==> src/rtl/mmap_pkg.sv <==
package mmap_pkg;
  localparam int ADDR_W = 32;
  typedef logic [ADDR_W-1:0] addr_t;

  typedef enum logic [2:0] {
    K_NONE   = 3'd0,
    K_BOOT   = 3'd1,
    K_ROM    = 3'd2,
    K_SRAM   = 3'd3,
    K_STATIC = 3'd4,
    K_DYN    = 3'd5,
    K_PERIPH = 3'd6
  } kind_e;

  localparam logic [1:0] BOOT_FROM_ROM    = 2'b00;
  localparam logic [1:0] BOOT_FROM_SRAM   = 2'b01;
  localparam logic [1:0] BOOT_FROM_STATIC = 2'b10;
endpackage

==> src/rtl/mmap_region_classify.sv <==
module mmap_region_classify
  import mmap_pkg::*;
#(
  parameter addr_t ROM_BASE    = 32'h0800_0000,
  parameter addr_t SRAM_BASE   = 32'h0C00_0000,
  parameter addr_t STATIC_BASE = 32'h1000_0000,
  parameter int    BANK_LG     = 27,
  parameter int    N_STATIC    = 6,
  parameter addr_t DYN_BASE    = 32'h5000_0000,
  parameter int    DYN_LG      = 28,
  parameter int    N_DYN       = 2,
  parameter addr_t PERIPH_BASE = 32'h7000_0000,
  parameter int    SIDX_W      = 3,
  parameter int    DIDX_W      = 1
) (
  input  addr_t              addr,
  output kind_e              kind,
  output logic [SIDX_W-1:0]  st_idx,
  output logic [DIDX_W-1:0]  dy_idx,
  output addr_t              raw_off
);
  localparam addr_t STATIC_END = addr_t'(64'(STATIC_BASE) + (64'(N_STATIC) << BANK_LG));
  localparam addr_t DYN_END    = addr_t'(64'(DYN_BASE) + (64'(N_DYN) << DYN_LG));
  localparam addr_t BANK_MASK  = addr_t'((64'd1 << BANK_LG) - 64'd1);
  localparam addr_t RANK_MASK  = addr_t'((64'd1 << DYN_LG) - 64'd1);

  addr_t st_rel;
  addr_t dy_rel;

  always_comb begin
    st_rel  = addr - STATIC_BASE;
    dy_rel  = addr - DYN_BASE;
    kind    = K_NONE;
    st_idx  = '0;
    dy_idx  = '0;
    raw_off = '0;
    if (addr < ROM_BASE) begin
      kind    = K_BOOT;
      raw_off = addr;
    end else if (addr < SRAM_BASE) begin
      kind    = K_ROM;
      raw_off = addr - ROM_BASE;
    end else if (addr < STATIC_BASE) begin
      kind    = K_SRAM;
      raw_off = addr - SRAM_BASE;
    end else if (addr < STATIC_END) begin
      kind    = K_STATIC;
      st_idx  = st_rel[BANK_LG +: SIDX_W];
      raw_off = st_rel & BANK_MASK;
    end else if (addr < DYN_BASE) begin
      kind    = K_NONE;
    end else if (addr < DYN_END) begin
      kind    = K_DYN;
      dy_idx  = dy_rel[DYN_LG +: DIDX_W];
      raw_off = dy_rel & RANK_MASK;
    end else if (addr >= PERIPH_BASE) begin
      kind    = K_PERIPH;
      raw_off = addr - PERIPH_BASE;
    end
  end
endmodule

==> src/rtl/mmap_boot_resolve.sv <==
module mmap_boot_resolve
  import mmap_pkg::*;
#(
  parameter int ROM_BYTES  = 32768,
  parameter int SRAM_BYTES = 8192,
  parameter int BANK_LG    = 27,
  parameter int SIDX_W     = 3
) (
  input  kind_e              kind_i,
  input  logic [SIDX_W-1:0]  st_idx_i,
  input  addr_t              off_i,
  input  logic [1:0]         boot_mode,
  output kind_e              kind_o,
  output logic [SIDX_W-1:0]  st_idx_o,
  output logic               mirror,
  output addr_t              off_o
);
  localparam addr_t ROM_MASK  = addr_t'(ROM_BYTES - 1);
  localparam addr_t SRAM_MASK = addr_t'(SRAM_BYTES - 1);
  localparam addr_t BANK_MASK = addr_t'((64'd1 << BANK_LG) - 64'd1);

  always_comb begin
    kind_o   = kind_i;
    st_idx_o = st_idx_i;
    mirror   = 1'b0;
    off_o    = off_i;
    if (kind_i == K_BOOT) begin
      mirror = 1'b1;
      case (boot_mode)
        BOOT_FROM_ROM:    kind_o = K_ROM;
        BOOT_FROM_SRAM:   kind_o = K_SRAM;
        BOOT_FROM_STATIC: begin
          kind_o   = K_STATIC;
          st_idx_o = '0;
        end
        default: begin
          kind_o = K_NONE;
          mirror = 1'b0;
        end
      endcase
    end
    case (kind_o)
      K_ROM:    off_o = off_i & ROM_MASK;
      K_SRAM:   off_o = off_i & SRAM_MASK;
      K_STATIC: off_o = off_i & BANK_MASK;
      K_NONE:   off_o = '0;
      default:  off_o = off_i;
    endcase
  end
endmodule

==> src/rtl/mmap_sel_reg.sv <==
module mmap_sel_reg
  import mmap_pkg::*;
#(
  parameter int N_STATIC = 6,
  parameter int N_DYN    = 2,
  parameter int SIDX_W   = 3,
  parameter int DIDX_W   = 1
) (
  input  logic                clk,
  input  logic                rst,
  input  kind_e               kind,
  input  logic [SIDX_W-1:0]   st_idx,
  input  logic [DIDX_W-1:0]   dy_idx,
  input  logic                mirror,
  input  addr_t               off,
  output logic                sel_rom,
  output logic                sel_sram,
  output logic [N_STATIC-1:0] sel_static,
  output logic [N_DYN-1:0]    sel_dyn,
  output logic                sel_periph,
  output logic                via_mirror,
  output logic                dec_err,
  output addr_t               offset
);
  logic [N_STATIC-1:0] st_hot;
  logic [N_DYN-1:0]    dy_hot;

  for (genvar gi = 0; gi < N_STATIC; gi++) begin : g_st
    assign st_hot[gi] = (kind == K_STATIC) && (st_idx == SIDX_W'(gi));
  end
  for (genvar gj = 0; gj < N_DYN; gj++) begin : g_dy
    assign dy_hot[gj] = (kind == K_DYN) && (dy_idx == DIDX_W'(gj));
  end

  always_ff @(posedge clk) begin
    if (rst) begin
      sel_rom    <= 1'b0;
      sel_sram   <= 1'b0;
      sel_static <= '0;
      sel_dyn    <= '0;
      sel_periph <= 1'b0;
      via_mirror <= 1'b0;
      dec_err    <= 1'b0;
      offset     <= '0;
    end else begin
      sel_rom    <= (kind == K_ROM);
      sel_sram   <= (kind == K_SRAM);
      sel_static <= st_hot;
      sel_dyn    <= dy_hot;
      sel_periph <= (kind == K_PERIPH);
      via_mirror <= mirror;
      dec_err    <= (kind == K_NONE);
      offset     <= off;
    end
  end
endmodule

==> src/rtl/mmap_addr_decoder.sv <==
module mmap_addr_decoder
  import mmap_pkg::*;
#(
  parameter addr_t ROM_BASE    = 32'h0800_0000,
  parameter addr_t SRAM_BASE   = 32'h0C00_0000,
  parameter addr_t STATIC_BASE = 32'h1000_0000,
  parameter int    BANK_LG     = 27,
  parameter int    N_STATIC    = 6,
  parameter addr_t DYN_BASE    = 32'h5000_0000,
  parameter int    DYN_LG      = 28,
  parameter int    N_DYN       = 2,
  parameter addr_t PERIPH_BASE = 32'h7000_0000,
  parameter int    ROM_BYTES   = 32768,
  parameter int    SRAM_BYTES  = 8192
) (
  input  logic                clk,
  input  logic                rst,
  input  logic [31:0]         addr,
  input  logic [1:0]          boot_mode,
  output logic                sel_rom,
  output logic                sel_sram,
  output logic [N_STATIC-1:0] sel_static,
  output logic [N_DYN-1:0]    sel_dyn,
  output logic                sel_periph,
  output logic                via_mirror,
  output logic                dec_err,
  output logic [31:0]         offset
);
  localparam int SIDX_W = (N_STATIC > 1) ? $clog2(N_STATIC) : 1;
  localparam int DIDX_W = (N_DYN > 1) ? $clog2(N_DYN) : 1;

  kind_e             cls_kind;
  logic [SIDX_W-1:0] cls_st;
  logic [DIDX_W-1:0] cls_dy;
  addr_t             cls_off;
  kind_e             res_kind;
  logic [SIDX_W-1:0] res_st;
  logic              res_mirror;
  addr_t             res_off;

  mmap_region_classify #(
    .ROM_BASE(ROM_BASE), .SRAM_BASE(SRAM_BASE), .STATIC_BASE(STATIC_BASE),
    .BANK_LG(BANK_LG), .N_STATIC(N_STATIC), .DYN_BASE(DYN_BASE),
    .DYN_LG(DYN_LG), .N_DYN(N_DYN), .PERIPH_BASE(PERIPH_BASE),
    .SIDX_W(SIDX_W), .DIDX_W(DIDX_W)
  ) u_classify (
    .addr(addr), .kind(cls_kind), .st_idx(cls_st), .dy_idx(cls_dy), .raw_off(cls_off)
  );

  mmap_boot_resolve #(
    .ROM_BYTES(ROM_BYTES), .SRAM_BYTES(SRAM_BYTES), .BANK_LG(BANK_LG), .SIDX_W(SIDX_W)
  ) u_resolve (
    .kind_i(cls_kind), .st_idx_i(cls_st), .off_i(cls_off), .boot_mode(boot_mode),
    .kind_o(res_kind), .st_idx_o(res_st), .mirror(res_mirror), .off_o(res_off)
  );

  mmap_sel_reg #(
    .N_STATIC(N_STATIC), .N_DYN(N_DYN), .SIDX_W(SIDX_W), .DIDX_W(DIDX_W)
  ) u_sel_reg (
    .clk(clk), .rst(rst), .kind(res_kind), .st_idx(res_st), .dy_idx(cls_dy),
    .mirror(res_mirror), .off(res_off),
    .sel_rom(sel_rom), .sel_sram(sel_sram), .sel_static(sel_static), .sel_dyn(sel_dyn),
    .sel_periph(sel_periph), .via_mirror(via_mirror), .dec_err(dec_err), .offset(offset)
  );
endmodule

==> config.mk <==
export PLATFORM = sky130hd
export DESIGN_NAME = mmap_addr_decoder
export DESIGN_NICKNAME = d
export VERILOG_FILES = /design/src/rtl/mmap_pkg.sv /design/src/rtl/mmap_region_classify.sv /design/src/rtl/mmap_boot_resolve.sv /design/src/rtl/mmap_sel_reg.sv /design/src/rtl/mmap_addr_decoder.sv
export SDC_FILE = /design/constraint.sdc
export NUM_CORES = 1
export LEC_CHECK = 0
export ABC_AREA = 1
export BUFFER_PORTS_ARGS = -buffer_cell sky130_fd_sc_hd__clkbuf_2
export CAP_MARGIN = 40
export CORE_UTILIZATION = 40
export CTS_CLUSTER_DIAMETER = 200
export DETAILED_ROUTE_END_ITERATION = 12
export MAX_ROUTING_LAYER = met4
export PLACE_DENSITY_LB_ADDON = 0.12
export SLEW_MARGIN = 20
export SYNTH_ARGS = -nofsm -noshare
export SYNTH_HDL_FRONTEND = slang
export SYNTH_SLANG_ARGS = --single-unit
==> constraint.sdc <==
create_clock -name clk -period 1.6 [get_ports clk]
set_input_delay 0.16 -clock clk [delete_from_list [all_inputs] [get_ports clk]]
set_output_delay 0.16 -clock clk [all_outputs]
set_load 0.02 [all_outputs]
==> flow_summary_export.csv <==
group,metric,value,unit
cts,cts_buffers,5,
cts,ctsHoldBuffers,0,
route,viasPerCell,4.318,
global_route,grt_overflow,0,
logic_synthesis,synth_top_area_frac,0.5719,
logic_synthesis,synth_mux_area_frac,0,
cts,cts_tree,"done",
die,coreArea,0.003716,mm²
logic_synthesis,ys_seq_area_frac,0.5719,
sta,worstMarginPinSlew,302.2,ps
route,drt-total-wl,3214,µm
place,numPortBuffers,80,
logic_synthesis,synth_edf_count,0,
min_path,hold_depth,3,
logic_synthesis,post_synth.cell_area_avg,8.379,µm²
logic_synthesis,synth_cells,188,
cells_and_area,area_delta_synth_final,38.52,%
global_route,antenna_found_initial,0,
global_route,grt_first_pass_wirelength,5119,µm
cells_and_area,post-route-util,0.5872,
die,die_y,64.76,µm
die,num_io_pins,81,
logic_synthesis,yosysWarnings,0,
die,die_x,64.76,µm
min_path,hold_path.class,"input pin to flip-flop",
critical_path,crit_fanout,13,
pwr,leakage,0.001153,µW
cts,post_cts_buffers,0,
sta,relSlewSlack,0.7980,
sta,fmax,0.7330,GHz
critical_path,path_class,"input pin to flip-flop",
critical_path,required,1770,ps
logic_synthesis,yosysMostFrequentCell,"nand2_1",
logic_synthesis,synth.largest_area_cell,"dfxtp_1",
cts,cts.sinks,45,
global_route,grt_pass1_vias,1177,
cells_and_area,nNetsFinal,318,
route,drtPass1Iterations,4,
die,die_area,0.004193,mm²
pwr,powerDensity,1095,mW/mm²
route,wl_per_cell,9.829,µm
route,drt_iter0_drc,46,
min_path,hp-start,"addr[21]",
cts,cts_htree_levels,2,
sta,setup_viol,0,
global_route,track_usage,0.1643,
run,drv_cap,0,
critical_path,worstPathArrival,1540,ps
sta,fin_crit_sh,0.8527,
logic_synthesis,synthArstFlopShare,0,
cells_and_area,fillCellCount,374,
logic_synthesis,synth_seq_cells,45,
route,ant_nets,0,
global_route,grt_max_degree,27,
logic_synthesis,synthAdderAreaFrac,0.03177,
sta,rsz0062_at_grt,"no",
outcome,status,"completed",
sta,final-hold-violation-count,0,
logic_synthesis,synth_compound_area_frac,0.03177,
logic_synthesis,synthFlopType,"dfxtp_1",
cts,cts_resized,0,
sta,finalCriticalPeriod,1364,ps
place,gp_congestion,0.8150,
logic_synthesis,netlist_top_cells_area,"dfxtp_1 (57%), nand2_1 (11%), nor2_1 (8.8%)",
die,start_util,0.4239,
critical_path,critPathLaunchType,"input pin",
cells_and_area,insertedDiodeCount,0,
cts,path_clk_slew,80,ps
logic_synthesis,synth_simple_gate_area_frac,0.3018,
min_path,whs_endpoint,"u_sel_reg.offset[21]",
logic_synthesis,synth_cell_types,24,
critical_path,endpoint_kind,"flip-flop",
logic_synthesis,syn_nets,228,
sta,hold_slack,75.03,ps
cts,cts-root-buf,"clkbuf_8",
pwr,ir_worst_vdd,0.6483,mV
logic_synthesis,synth_commonest_cells,"nand2_1 (46), dfxtp_1 (45), nor2_1 (37)",
sta,slew_violations,0,
place,post-dp-hpwl,2432,µm
route,drc,0,
logic_synthesis,synth_top_family_by_area,"simple AND/OR/NAND/NOR gates",
logic_synthesis,synth_xor_area_frac,0.005560,
route,num_vias,1412,
die,num_rows,22,
cells_and_area,drive_above_1_share,0.3799,
logic_synthesis,synth.cell_area,0.001575,mm²
cts,clk_path_buf_depth,2,
==> flip-flops by register name, indices dropped and copies added, names as in the netlist <==
signal,flops
u_sel_reg.dec_err,1
u_sel_reg.sel_periph,1
u_sel_reg.sel_dyn,2
u_sel_reg.sel_rom,1
u_sel_reg.sel_static,6
u_sel_reg.offset,32
u_sel_reg.sel_sram,1
u_sel_reg.via_mirror,1
==> critical path: stages <==
cell and delay, ps:
clkbuf_2 100, inv_1 110, ha_1 220, inv_1 50, nand2_1 70, nand2_1 90
nand2_2 70, nand2_1 70, a21oi_2 170, nand2_2 90, nor2_4 260, nor2_1 70
==> worst max-delay path by stage <==
stage,endpoint,slack (ps),start,cells after the start
5_1_grt,u_sel_reg.offset[6],30,addr[28],12
4_1_cts,u_sel_reg.offset[13],240,addr[28],8
3_3_place_gp,u_sel_reg.sel_sram,-30,addr[28],9
3_5_place_dp,u_sel_reg.offset[6],-70,addr[28],12
2_1_floorplan,u_sel_reg.offset[10],120,addr[28],12
6_report,u_sel_reg.offset[6],240,addr[28],12
==> metrics by stage <==
stage                     instances  power, µW  setup slack (ps)  area (µm²)  setup TNS [ps]
after floorplan                 188       1419             115.9        1575               0
after global placement          319       1560            -33.74        2066          -471.4
after detailed placement        319       1561            -71.71        2066          -974.0
after CTS                       327       2420             242.7        2182               0
after global routing            327       2510             30.72        2182               0
final                           327       2389             235.7        2182               0
==> power by group <==
group          switching [µW]  total [µW]  internal [µW]
logic                     215         344            128
clock network             348         856            509
registers                13.6        1190           1180
==> placed cells by master, fill, tap and decap left out, drive strengths merged <==
cell type and count:
o21ai 2, ha 4, clkinv 1, xor2 1, a21oi 5, bufinv 1, nor3 5, nor4 4
nor2 39, nand3 10, buf 8, or2 1, inv 15, clkbuf 87, dfxtp 45, nand4 1
nand2 49, a211oi 1
==> per-layer routing <==
layer	routed length, µm	part of all wire	global-route usage	vias up
met5	0	0	-	-
met4	47	0.015	0.06667	0
met3	260	0.081	0.05810	6
met2	1387	0.43	0.2526	54
met1	1518	0.47	0.1944	591
li1	-	-	-	761
==> cells by family (layout without fill, tap and decap cells) <==
logic type	count (synthesis)	count (layout)
AOI/OAI and AO/OA	8	8
DFF	45	45
buffers and inverters	21	112
and+or+nand+nor	109	109
xor gates and xnor gates	1	1
adders and majority gates	4	4
==> area by class of cell <==
| cell class | instances | area, µm² | share of cell area |
|---|---|---|---|
| clock buffer | 7 | 86.33 | 0.03956 |
| clock inverter | 1 | 30.03 | 0.01376 |
| inverter | 16 | 60.06 | 0.02752 |
| multi-input combinational | 122 | 584.3 | 0.2678 |
| sequential | 45 | 900.9 | 0.4128 |
| tap | 48 | 60.06 | 0.02752 |
| timing repair buffer | 88 | 460.4 | 0.2110 |
Power figures use the tool's default switching activity.
